## config.mk

```make
export PLATFORM = sky130hd
export DESIGN_NAME = dacc_alu
export DESIGN_NICKNAME = d
export VERILOG_FILES = /design/src/rtl/dacc_pkg.sv /design/src/rtl/dacc_operand_mux.sv /design/src/rtl/dacc_adder.sv /design/src/rtl/dacc_mid_logic.sv /design/src/rtl/dacc_alu.sv
export SDC_FILE = /design/constraint.sdc
export NUM_CORES = 1
export LEC_CHECK = 0
export ABC_AREA = 1
export BUFFER_PORTS_ARGS = -buffer_cell sky130_fd_sc_hd__buf_2
export CORE_UTILIZATION = 37
export DETAILED_ROUTE_END_ITERATION = 10
export PLACE_DENSITY = 0.52
export SETUP_SLACK_MARGIN = 0.3
export SLEW_MARGIN = 5
export SYNTH_ARGS = -nofsm -noshare
export SYNTH_HDL_FRONTEND = slang
export SYNTH_SLANG_ARGS = --single-unit
export TNS_END_PERCENT = 10
```

## constraint.sdc

```tcl
create_clock -name clk -period 10.3 [get_ports clk]
set_input_delay 2.575 -clock clk [delete_from_list [all_inputs] [get_ports clk]]
set_output_delay 2.575 -clock clk [all_outputs]
set_load 0.02 [all_outputs]
```

## src/rtl/dacc_pkg.sv

```systemverilog
// Shared widths, register part numbers, status bit positions and operation codes
// for the dual accumulator ALU. The accumulator must be wider than two words.
package dacc_pkg;
    parameter int unsigned ACC_W  = 40;
    parameter int unsigned WORD_W = 16;
    parameter int unsigned SR_W   = 16;
    localparam int unsigned AX_W  = 2 * WORD_W;
    localparam int unsigned HI_W  = ACC_W - AX_W;

    localparam int unsigned FLG_C = 0;
    localparam int unsigned FLG_V = 1;
    localparam int unsigned FLG_Z = 2;
    localparam int unsigned FLG_N = 3;
    localparam int unsigned FLG_T = 6;

    localparam logic [4:0] PART_TOP0 = 5'h10;
    localparam logic [4:0] PART_TOP1 = 5'h11;
    localparam logic [4:0] PART_XL0  = 5'h18;
    localparam logic [4:0] PART_XL1  = 5'h19;
    localparam logic [4:0] PART_XH0  = 5'h1A;
    localparam logic [4:0] PART_XH1  = 5'h1B;
    localparam logic [4:0] PART_LO0  = 5'h1C;
    localparam logic [4:0] PART_LO1  = 5'h1D;
    localparam logic [4:0] PART_MID0 = 5'h1E;
    localparam logic [4:0] PART_MID1 = 5'h1F;

    typedef enum logic [4:0] {
        OP_IDLE  = 5'd0,  OP_CLR   = 5'd1,  OP_ADD   = 5'd2,  OP_SUB   = 5'd3,
        OP_ADDX  = 5'd4,  OP_SUBX  = 5'd5,  OP_ADDW  = 5'd6,  OP_SUBW  = 5'd7,
        OP_ADDI  = 5'd8,  OP_ADDI8 = 5'd9,  OP_CMP   = 5'd10, OP_CMPW  = 5'd11,
        OP_CMPI  = 5'd12, OP_INC   = 5'd13, OP_DEC   = 5'd14, OP_INCM  = 5'd15,
        OP_DECM  = 5'd16, OP_NEG   = 5'd17, OP_ADDP  = 5'd18, OP_MOVX  = 5'd19,
        OP_SHL   = 5'd20, OP_SAR   = 5'd21, OP_ANDX  = 5'd22, OP_ORX   = 5'd23,
        OP_XORX  = 5'd24, OP_ANDI  = 5'd25, OP_ORI   = 5'd26, OP_XORI  = 5'd27,
        OP_TSTZ  = 5'd28, OP_TSTM  = 5'd29, OP_TST   = 5'd30, OP_RSVD  = 5'd31
    } dacc_op_e;

    // Places a signed word at the middle of an accumulator-wide value
    function automatic logic [ACC_W-1:0] place_word(input logic [WORD_W-1:0] w);
        return {{HI_W{w[WORD_W-1]}}, w, {WORD_W{1'b0}}};
    endfunction
endpackage

```

## src/rtl/dacc_operand_mux.sv

```systemverilog
// Builds the adder operands for every add, subtract, compare, step and negate
// operation. A subtract is returned as an inverted B with carry-in set.
// Assumes op is a valid dacc_op_e; other operations give don't-care operands.
module dacc_operand_mux
    import dacc_pkg::*;
#(
    parameter int unsigned AW = ACC_W,
    parameter int unsigned WW = WORD_W
) (
    input  dacc_op_e        op,
    input  logic            dst,
    input  logic [1:0]      src,
    input  logic [AW-1:0]   acc0,
    input  logic [AW-1:0]   acc1,
    input  logic [2*WW-1:0] ax0,
    input  logic [2*WW-1:0] ax1,
    input  logic [WW-1:0]   imm,
    input  logic [AW-1:0]   prod,
    output logic [AW-1:0]   opa,
    output logic [AW-1:0]   opb,
    output logic            cin
);
    localparam int unsigned HW = AW - 2 * WW;

    logic [AW-1:0]   acc_d, acc_o, raw_b, ax_ext;
    logic [2*WW-1:0] ax_s;
    logic [WW-1:0]   reg_w, imm8;
    logic            do_sub;

    // Picks the accumulators, secondary and 16-bit register named by the selects
    always_comb begin
        acc_d  = dst ? acc1 : acc0;
        acc_o  = dst ? acc0 : acc1;
        ax_s   = src[0] ? ax1 : ax0;
        ax_ext = {{HW{ax_s[2*WW-1]}}, ax_s};
        imm8   = {{(WW-8){imm[7]}}, imm[7:0]};
        case (src)
            2'd0:    reg_w = ax0[WW-1:0];
            2'd1:    reg_w = ax1[WW-1:0];
            2'd2:    reg_w = ax0[2*WW-1:WW];
            default: reg_w = ax1[2*WW-1:WW];
        endcase
    end

    // Chooses operand A, the raw operand B and whether B is subtracted
    always_comb begin
        opa    = acc_d;
        raw_b  = '0;
        do_sub = 1'b0;
        case (op)
            OP_ADD:   begin opa = acc0; raw_b = acc1; end
            OP_SUB:   begin raw_b = acc_o; do_sub = 1'b1; end
            OP_ADDX:  raw_b = ax_ext;
            OP_SUBX:  begin raw_b = ax_ext; do_sub = 1'b1; end
            OP_ADDW:  raw_b = place_word(reg_w);
            OP_SUBW:  begin raw_b = place_word(reg_w); do_sub = 1'b1; end
            OP_ADDI:  raw_b = place_word(imm);
            OP_ADDI8: raw_b = place_word(imm8);
            OP_CMP:   begin opa = acc0; raw_b = acc1; do_sub = 1'b1; end
            OP_CMPW:  begin raw_b = place_word(ax_s[2*WW-1:WW]); do_sub = 1'b1; end
            OP_CMPI:  begin raw_b = place_word(imm); do_sub = 1'b1; end
            OP_INC:   raw_b = AW'(1);
            OP_DEC:   begin raw_b = AW'(1); do_sub = 1'b1; end
            OP_INCM:  raw_b = AW'(1) << WW;
            OP_DECM:  begin raw_b = AW'(1) << WW; do_sub = 1'b1; end
            OP_NEG:   begin opa = '0; raw_b = acc_d; do_sub = 1'b1; end
            OP_ADDP:  raw_b = prod;
            default:  ;
        endcase
    end

    // Inverts B and forces carry-in for subtraction
    always_comb begin
        opb = do_sub ? ~raw_b : raw_b;
        cin = do_sub;
    end
endmodule

```

## src/rtl/dacc_adder.sv

```systemverilog
// Accumulator-wide adder with carry-out and signed-overflow detection.
// Assumes that a subtract arrives as an inverted B operand with carry-in 1.
module dacc_adder
    import dacc_pkg::*;
#(
    parameter int unsigned AW = ACC_W
) (
    input  logic [AW-1:0] a,
    input  logic [AW-1:0] b,
    input  logic          cin,
    output logic [AW-1:0] sum,
    output logic          carry,
    output logic          ovf
);
    logic [AW:0] full;

    // Adds with one spare bit to catch the carry out
    always_comb begin
        full  = {1'b0, a} + {1'b0, b} + {{AW{1'b0}}, cin};
        sum   = full[AW-1:0];
        carry = full[AW];
        ovf   = (a[AW-1] == b[AW-1]) && (full[AW-1] != a[AW-1]);
    end
endmodule

```

## src/rtl/dacc_mid_logic.sv

```systemverilog
// Middle-word logic unit: AND/OR/XOR against a secondary high word or the
// immediate, plus the two bit-test outcomes computed against the immediate.
module dacc_mid_logic
    import dacc_pkg::*;
#(
    parameter int unsigned WW = WORD_W
) (
    input  dacc_op_e      op,
    input  logic [WW-1:0] mid,
    input  logic [WW-1:0] axh,
    input  logic [WW-1:0] imm,
    output logic [WW-1:0] res,
    output logic          none_hit,
    output logic          all_hit
);
    logic [WW-1:0] masked;

    // Forms the logic result for the selected operation
    always_comb begin
        case (op)
            OP_ANDX: res = mid & axh;
            OP_ORX:  res = mid | axh;
            OP_XORX: res = mid ^ axh;
            OP_ANDI: res = mid & imm;
            OP_ORI:  res = mid | imm;
            OP_XORI: res = mid ^ imm;
            default: res = mid;
        endcase
    end

    // Evaluates both bit-test conditions
    always_comb begin
        masked   = mid & imm;
        none_hit = (masked == '0);
        all_hit  = (masked == imm);
    end
endmodule

```

## src/rtl/dacc_alu.sv

```systemverilog
// Dual 40-bit accumulator ALU: owns two accumulators, two secondary
// accumulators and the status word. Each cycle it applies either one
// register-part write (which takes priority) or one operation. All state
// is registered and driven straight to the outputs.
module dacc_alu
    import dacc_pkg::*;
#(
    parameter int unsigned AW = ACC_W,
    parameter int unsigned WW = WORD_W,
    parameter int unsigned SW = SR_W
) (
    input  logic            clk,
    input  logic            rst_n,
    input  logic [4:0]      op_code,
    input  logic            op_dst,
    input  logic [1:0]      op_src,
    input  logic [WW-1:0]   imm_word,
    input  logic [AW-1:0]   prod_in,
    input  logic            wr_en,
    input  logic [4:0]      wr_idx,
    input  logic [WW-1:0]   wr_data,
    output logic [AW-1:0]   acc0_o,
    output logic [AW-1:0]   acc1_o,
    output logic [2*WW-1:0] ax0_o,
    output logic [2*WW-1:0] ax1_o,
    output logic [SW-1:0]   status_o
);
    localparam int unsigned XW = 2 * WW;
    localparam int unsigned HW = AW - XW;

    dacc_op_e op;
    logic [1:0][AW-1:0] acc_q, acc_n;
    logic [1:0][XW-1:0] ax_q, ax_n;
    logic [SW-1:0]      sr_q, sr_n;
    logic [AW-1:0]      opa, opb, sum, acc_d, wide_res;
    logic [XW-1:0]      ax_s;
    logic [WW-1:0]      mid_res;
    logic               cin, carry, ovf, none_hit, all_hit;

    assign op = dacc_op_e'(op_code);

    dacc_operand_mux #(.AW(AW), .WW(WW)) u_opmux (
        .op(op), .dst(op_dst), .src(op_src),
        .acc0(acc_q[0]), .acc1(acc_q[1]), .ax0(ax_q[0]), .ax1(ax_q[1]),
        .imm(imm_word), .prod(prod_in),
        .opa(opa), .opb(opb), .cin(cin)
    );

    dacc_adder #(.AW(AW)) u_add (
        .a(opa), .b(opb), .cin(cin), .sum(sum), .carry(carry), .ovf(ovf)
    );

    dacc_mid_logic #(.WW(WW)) u_logic (
        .op(op), .mid(acc_d[XW-1:WW]), .axh(ax_s[XW-1:WW]), .imm(imm_word),
        .res(mid_res), .none_hit(none_hit), .all_hit(all_hit)
    );

    // Computes the full-width move, shift and clear results
    always_comb begin
        acc_d = acc_q[op_dst];
        ax_s  = ax_q[op_src[0]];
        case (op)
            OP_CLR:  wide_res = '0;
            OP_MOVX: wide_res = {{HW{ax_s[XW-1]}}, ax_s};
            OP_SHL:  wide_res = {acc_d[AW-WW-1:0], {WW{1'b0}}};
            OP_SAR:  wide_res = AW'($signed(acc_d) >>> WW);
            default: wide_res = acc_d;
        endcase
    end

    // Selects the next register contents from a write or an operation
    always_comb begin
        acc_n = acc_q;
        ax_n  = ax_q;
        sr_n  = sr_q;
        if (wr_en) begin
            case (wr_idx)
                PART_TOP0: acc_n[0][AW-1:XW]  = wr_data[HW-1:0];
                PART_TOP1: acc_n[1][AW-1:XW]  = wr_data[HW-1:0];
                PART_MID0: acc_n[0][XW-1:WW]  = wr_data;
                PART_MID1: acc_n[1][XW-1:WW]  = wr_data;
                PART_LO0:  acc_n[0][WW-1:0]   = wr_data;
                PART_LO1:  acc_n[1][WW-1:0]   = wr_data;
                PART_XL0:  ax_n[0][WW-1:0]    = wr_data;
                PART_XL1:  ax_n[1][WW-1:0]    = wr_data;
                PART_XH0:  ax_n[0][XW-1:WW]   = wr_data;
                PART_XH1:  ax_n[1][XW-1:WW]   = wr_data;
                default:   ;
            endcase
        end else begin
            case (op)
                OP_ADD, OP_SUB, OP_ADDX, OP_SUBX, OP_ADDW, OP_SUBW, OP_ADDI,
                OP_ADDI8, OP_INC, OP_DEC, OP_INCM, OP_DECM, OP_NEG, OP_ADDP: begin
                    acc_n[op_dst] = sum;
                    sr_n[FLG_N:FLG_C] = {sum[AW-1], sum == '0, ovf, carry};
                end
                OP_CMP, OP_CMPW, OP_CMPI:
                    sr_n[FLG_N:FLG_C] = {sum[AW-1], sum == '0, ovf, carry};
                OP_CLR, OP_MOVX, OP_SHL, OP_SAR: begin
                    acc_n[op_dst] = wide_res;
                    sr_n[FLG_N:FLG_C] = {wide_res[AW-1], wide_res == '0, 2'b00};
                end
                OP_TST:
                    sr_n[FLG_N:FLG_C] = {wide_res[AW-1], wide_res == '0, 2'b00};
                OP_ANDX, OP_ORX, OP_XORX, OP_ANDI, OP_ORI, OP_XORI: begin
                    acc_n[op_dst][XW-1:WW] = mid_res;
                    sr_n[FLG_N:FLG_C] = {mid_res[WW-1], mid_res == '0, 2'b00};
                end
                OP_TSTZ: sr_n[FLG_T] = none_hit;
                OP_TSTM: sr_n[FLG_T] = all_hit;
                default: ;
            endcase
        end
    end

    // Registers all state with synchronous active-low reset
    always_ff @(posedge clk) begin
        if (!rst_n) begin
            acc_q <= '0;
            ax_q  <= '0;
            sr_q  <= '0;
        end else begin
            acc_q <= acc_n;
            ax_q  <= ax_n;
            sr_q  <= sr_n;
        end
    end

    assign acc0_o   = acc_q[0];
    assign acc1_o   = acc_q[1];
    assign ax0_o    = ax_q[0];
    assign ax1_o    = ax_q[1];
    assign status_o = sr_q;


    reset_clears_chk: assert property (@(posedge clk)
        !rst_n |=> (acc0_o == '0 && acc1_o == '0 && ax0_o == '0 && ax1_o == '0 && status_o == '0));


    idle_holds_chk: assert property (@(posedge clk) disable iff (!rst_n)
        (!wr_en && (op_code == 5'd0 || op_code == 5'd31)) |=>
        ($stable(acc0_o) && $stable(acc1_o) && $stable(ax0_o) && $stable(ax1_o) && $stable(status_o)));


    cmp_keeps_acc_chk: assert property (@(posedge clk) disable iff (!rst_n)
        (!wr_en && (op == OP_CMP || op == OP_CMPW || op == OP_CMPI)) |=>
        ($stable(acc0_o) && $stable(acc1_o)));


    logic_mid_only_chk: assert property (@(posedge clk) disable iff (!rst_n)
        (!wr_en && !op_dst && (op_code >= 5'd22 && op_code <= 5'd27)) |=>
        (acc0_o[WW-1:0] == $past(acc0_o[WW-1:0]) && acc0_o[AW-1:XW] == $past(acc0_o[AW-1:XW])
         && $stable(acc1_o)));


    bittest_one_bit_chk: assert property (@(posedge clk) disable iff (!rst_n)
        (!wr_en && (op == OP_TSTZ || op == OP_TSTM)) |=>
        (status_o[SW-1:FLG_T+1] == $past(status_o[SW-1:FLG_T+1])
         && status_o[FLG_T-1:0] == $past(status_o[FLG_T-1:0])
         && $stable(acc0_o) && $stable(acc1_o)));


    inc_by_one_chk: assert property (@(posedge clk) disable iff (!rst_n)
        (!wr_en && !op_dst && op == OP_INC) |=> (acc0_o == $past(acc0_o) + AW'(1)));


    write_wins_chk: assert property (@(posedge clk) disable iff (!rst_n)
        (wr_en && wr_idx == PART_LO0) |=>
        (acc0_o[WW-1:0] == $past(wr_data) && acc0_o[AW-1:WW] == $past(acc0_o[AW-1:WW])));
endmodule

```

# Word-level counts from Yosys, hierarchy flattened
# Index checks and enable logic that the tools add are counted.
dict set report op_classes {
  addsub 2
  order_cmp 3
  n_eq_ne 51
  n_mux 29
  bitwise_logic 8
  reduce_logical 34
}
# cell count
set op_table {}
lappend op_table {{one-hot mux 40 bit (11 select lines)} 1}
lappend op_table {{bitwise mux 80 bit} 3}
lappend op_table {{one-hot mux 80 bit (3 select lines)} 1}
lappend op_table {{2-to-1 mux 40 bit} 5}
lappend op_table {{one-hot mux 40 bit (4 select lines)} 1}
lappend op_table {{== test 5 bit (second input constant)} 25}
lappend op_table {{2-to-1 mux 32 bit} 3}
lappend op_table {{one-hot mux 16 bit (6 select lines)} 1}
lappend op_table {{demux 40 bit (select 1 bit)} 2}
lappend op_table {{logical NOT 40 bit} 2}
lappend op_table {{2-to-1 mux 80 bit} 1}
lappend op_table {{one-hot mux 40 bit (2 select lines)} 1}
lappend op_table {{2-to-1 mux 16 bit} 4}
lappend op_table {{one-hot mux 16 bit (3 select lines)} 1}
lappend op_table {{adder 40 x 40 -> 41 bit} 1}
lappend op_table {{adder 41 x 1 -> 41 bit} 1}
lappend op_table {{== test 5 x 4 -> 1 bit (second input constant)} 8}
lappend op_table {{NOT 40 bit} 1}
lappend op_table {{bitwise AND 16 bit} 2}
lappend op_table {{logical NOT 16 bit} 2}
lappend op_table {{bitwise OR 16 bit} 2}
lappend op_table {{XOR 16 bit} 2}
lappend op_table {{AND reduction 2 bit} 12}
lappend op_table {{== test 5 x 3 -> 1 bit (second input constant)} 4}
lappend op_table {{other kinds (27)} 41}
dict set report word_totals {
  ff_bits 149
  in_bits 88
  output_inout_bits 160
  elab_cells 139
}

# Longest topological paths before layout
dict set report depth {
  ltp_word 10
  mapped_depth 30
  mapped_depth_nobuf 30
}

# By module
# A second synthesis with hierarchy kept.
dict set report unflattened {
  cells_unflattened 3562
  hier_area_um2 18569.1
}
# mod n_inst cells_each area_per_inst_um2 seq_area_each_um2
set modules_own_cells {}
lappend modules_own_cells {dacc_alu 1 1567 9310.2 2982.9}
lappend modules_own_cells {dacc_operand_mux 1 1087 4775.8 0.0}
lappend modules_own_cells {dacc_adder 1 564 2892.8 0.0}
lappend modules_own_cells {dacc_mid_logic 1 344 1590.3 0.0}

# Worst setup path before layout
# Ideal clock, no wire load.
dict set report synth_timing {
  path_type {input -> register}
  startpoint {in op_dst}
  endpoint {reg sr_q[2], in the netlist status_o[2]}
  setup_ps 70
  arrival_time_ps 6111
  required_time_ps 10230
  slack_ps 4120
  cell_stages 28
  n_path_buf 5
  path_cell_list {buf_2 buf_2 buf_2 buf_2 buf_1 nand2_1 nand3_1 o211ai_1 a221oi_1 xor2_1 fa_1 nand3_1 nand3_1 a21oi_1 inv_1 nand3_1 nand2_1 nand3_1 nand2_1 nand3_1 nand3b_1 nand2_1 nand3_1 nor2_1 nand2_1 nor2_1 nand3_1 a21oi_1}
}
dict set report synth_between {
  elab_chain_len 8
  elab_cells_between_ends 21
  cone_classes {add/sub: 2; mux: 9; bitwise: 7; reduce/logical: 3}
}
# item line
set synth_rtl {}
lappend synth_rtl {{start: declaration} dacc_alu.sv:15} ;# input logic op_dst,
lappend synth_rtl {{2-to-1 mux 40 bit (on tied branches)} {dacc_operand_mux.sv:32, dacc_alu.sv:60, dacc_operand_mux.sv:33}}
lappend synth_rtl {{one-hot mux 40 bit (11 select lines)} dacc_operand_mux.sv:50} ;# case (op)
lappend synth_rtl {{NOT 40 bit} dacc_operand_mux.sv:74} ;# opb = do_sub ? ~raw_b : raw_b;
lappend synth_rtl {{2-to-1 mux 40 bit} dacc_operand_mux.sv:74}
lappend synth_rtl {{adder 40 x 40 -> 41 bit} dacc_adder.sv:19} ;# full = {1'b0, a} + {1'b0, b} + {{AW{1'b0}}, cin};
lappend synth_rtl {{adder 41 x 1 -> 41 bit} dacc_adder.sv:19}
lappend synth_rtl {{logical NOT 40 bit} {dacc_alu.sv:95, dacc_alu.sv:98}}
lappend synth_rtl {{one-hot mux 4 bit (3 select lines) *} dacc_alu.sv:91} ;# case (op)
lappend synth_rtl {{end signal: assignment} dacc_alu.sv:125} ;# sr_q <= sr_n;
lappend synth_rtl {{end: declaration} dacc_alu.sv:34} ;# logic [SW-1:0] sr_q, sr_n;
# Every way passes the cells marked *; elsewhere a longest branch is shown, timed or not. The select of a mux whose other input is x is not followed.
# A chain may end at the register's enable or synchronous reset.

# Worst setup path in the final report
dict set report layout_timing {
  startpoint {in op_code[4]}
  endpoint {reg sr_q[2], in the netlist status_o[2]}
}
dict set report layout_between {
  elab_chain_len 9
  elab_cells_between_ends 53
  cone_classes {add/sub: 2; eq/ne: 28; mux: 7; bitwise: 1; reduce/logical: 15}
}
# item line
set layout_rtl {}
lappend layout_rtl {{start: declaration} dacc_alu.sv:14} ;# input logic [4:0] op_code,
lappend layout_rtl {{== test 5 x 4 -> 1 bit, or another cell as far along} {dacc_operand_mux.sv:50, dacc_alu.sv:91}}
lappend layout_rtl {{OR reduction 2 bit (no source line)} --}
lappend layout_rtl {{one-hot mux 40 bit (11 select lines)} dacc_operand_mux.sv:50}
lappend layout_rtl {{NOT 40 bit} dacc_operand_mux.sv:74}
lappend layout_rtl {{2-to-1 mux 40 bit} dacc_operand_mux.sv:74}
lappend layout_rtl {{adder 40 x 40 -> 41 bit} dacc_adder.sv:19}
lappend layout_rtl {{adder 41 x 1 -> 41 bit} dacc_adder.sv:19}
lappend layout_rtl {{logical NOT 40 bit} {dacc_alu.sv:95, dacc_alu.sv:98}}
lappend layout_rtl {{one-hot mux 4 bit (3 select lines)} dacc_alu.sv:91}
# Several ways; a longest one is shown, not always the timed one.

==> results.yml <==
run_status:
  status: "finished clean"
timing:
  hold_viol_final: 0
  grt_setup_unrepaired: "no"
  tightest_slew_ns: 1.28
  fin_skew_ns: 0.0168
  relSlewSlack_pct: 14.0
  period_share_pct: 78.5
  fin_crit_ns: 8.09
  worst_slack_ns: 2.21
  fmax_ghz: 0.124
  setup_viol: 0
  final-max-slew-violation-count: 0
  setup_tns_ns: 0
worst_setup_path:
  cp_max_fo: 15
  endpoint_kind: "flop"
  critPathLaunchType: "primary input"
  required_ns: 10.72
  path_class: "in2reg"
  arrival_ns: 8.51
route:
  num_vias: 22300
  routed_wl_mm: 101
  ant_nets: 0
  drc: 0
  first_iter_violations: 3319
  first_pass_iters: 6
  routed_wire_length_per_instance_um: 29.0
  vias_per_cell: 6.37
cells_and_area:
  multi_input_area_um2: 11200
  final_cell_mix: "nand2_1, o21ai_0, inv_1"
  fillers: 4742
  syn_to_final_growth_pct: 13.8
  drive_gt1_share_pct: 12.7
  final_common_cell: "nand2_1"
  nNetsFinal: 3035
  seq_area_um2: 2980
clocking:
  cts_buffer_depth: 2
  clkTransAtPathRegs_ns: 0.07
  insertion_delay_ns: 0.50
  cts_tree: "built"
  cts_resized: 0
  h-tree-depth: 4
  hold_buffers: 0
  numCtsBuffers: 17
  clockRootBuffer: "clkbuf_16"
  post_cts_buffers: 0
  clock_sinks: 149
logic_synthesis:
  synth_cell_types: 61
  yosysWarnings: 0
  avgSynthCellArea_um2: 5.80
  yosysSeqAreaShare_pct: 18.6
  synth_edf_count: 0
  synth_area_um2: 16000
  async_flop_share_pct: 0
  syn_inst: 2759
  ys.flop_type: "dfxtp_1"
  synth-seq-cells: 149
place:
  numPortBuffers: 236
  place_congestion: 1.09
  hpwlAfterDp_mm: 79.1
  dp_worst_setup_slack_ns: 1.98
floorplanning:
  die-area_um2: 44100
  ios: 248
  rows: 75
  die_w_um: 210
  core_um2: 42300
  start_util_pct: 37.8
  die_y_um: 210
power:
  p_total_mw: 2.51
  irDropWorstVdd_mv: 0.133
  leakage_nw: 7.69
  power_density_nw_per_um2: 138
flow_run:
  drv_cap: 0
grt:
  grt_max_degree: 72
  gr-total-overflow: 0
  globalRouteTotalUtil_pct: 44.9
  grt_pass1_wl_mm: 143
  grt_pass1_vias: 20100
  antenna_found_initial: 6
hold_path:
  hold_class: "reg2reg"
metal layers:
metal	up-vias	wire length, um	track usage, %
met5	-	8	0
met2	1694	42200	65.7
met3	345	13400	15.0
met1	10400	39100	57.2
met4	2	6710	26.7
li1	9840	-	-
final cells by class:
cell class                 instances  area share (%)
timing repair buffer             288            8.66
antenna                            3          0.0412
sequential                       149            16.4
inverter                         315            6.49
clock inverter                    13           0.666
multi-input combinational       2136            61.4
tap                              577            3.96
clock buffer                      18            2.36
synthesized netlist by cell type, drive strengths merged (2+ instances only):
cell type	number	area (um2)
o21a	11	82.6
nand4	32	200
a31oi	73	457
inv	310	1160
nand2	541	2050
nor3	60	305
a221oi	31	272
o21bai	3	22.5
ha	39	488
nand3b	6	45.0
o21ai	379	1900
o22ai	61	382
nor4	9	62.6
o211ai	39	293
nor2	309	1200
nor3b	3	22.5
a21o	3	22.5
or2	13	81.3
a211oi	9	67.6
a22oi	15	113
buf	52	274
dfxtp	149	2980
o2111ai	29	254
xnor2	10	87.6
o31ai	13	97.6
and2	2	12.5
clkbuf	117	439
a21oi	213	1070
xor2	51	447
a41oi	7	61.3
a2111oi	4	35.0
o221ai	29	254
nand3	119	611
clkinv	5	18.8
o2bb2ai	2	17.5
worst max-delay path, stage by stage:
cell,delay [ns]
buf_2,0.22
inv_2,0.17
nand3_1,0.14
nand2_1,0.47
nor2_1,0.82
inv_1,0.39
a21oi_1,0.93
nand4_1,0.20
xor2_1,0.21
ha_1,0.40
nand2_1,0.12
nor2_1,0.23
inv_1,0.09
nor4_1,0.34
nand3_1,0.13
nand3_1,0.17
xnor2_1,0.19
nand4_1,0.18
nor2_1,0.12
nand2_1,0.09
nor2_1,0.11
nand3_1,0.08
a21oi_1,0.12
flip-flops by register name, summed over array words and instances, names as in the netlist:
register	count
ax0_o	32
acc0_o	40
ax1_o	32
acc1_o	40
status_o	5
report_power, final:
group / internal [mW] / switching (mW)
sequential: 0.615 / 0.0650
combinational: 0.307 / 0.884
clock: 0.315 / 0.326
worst paths after layout:
kind | from | endpoint | slack [ns] | depth (start not counted)
worst max-delay path | op_code[4] | status_o[2] | 2.21 | 23
worst min-delay path | ax0_o[26] | ax0_o[26] | 0.46 | 2
worst max register to register | acc0_o[27] | status_o[2] | 4.90 | 21
worst min register to register | ax0_o[26] | ax0_o[26] | 0.46 | 2
per-stage QoR:
step	hold WS, ns	cells	util [%]	instance area, um2
floorplan	0.537	2769	-	16000
global placement	0.455	3464	41.7	17600
detailed placement	0.458	3464	41.7	17600
CTS	0.469	3495	43.0	18200
global route	0.490	3497	43.0	18200
finish	0.464	3499	43.0	18200
cell families after synthesis:
family,Yosys count,share of synthesized area (%)
compound gates,928,34.2
other cells,1,0.0234
simple gates,1096,28.8
buf+inv,484,11.8
fa+ha+maj,40,3.18
flops,149,18.6
xor+xnor,61,3.34
Note: power is estimated with default switching activity, not from simulation.
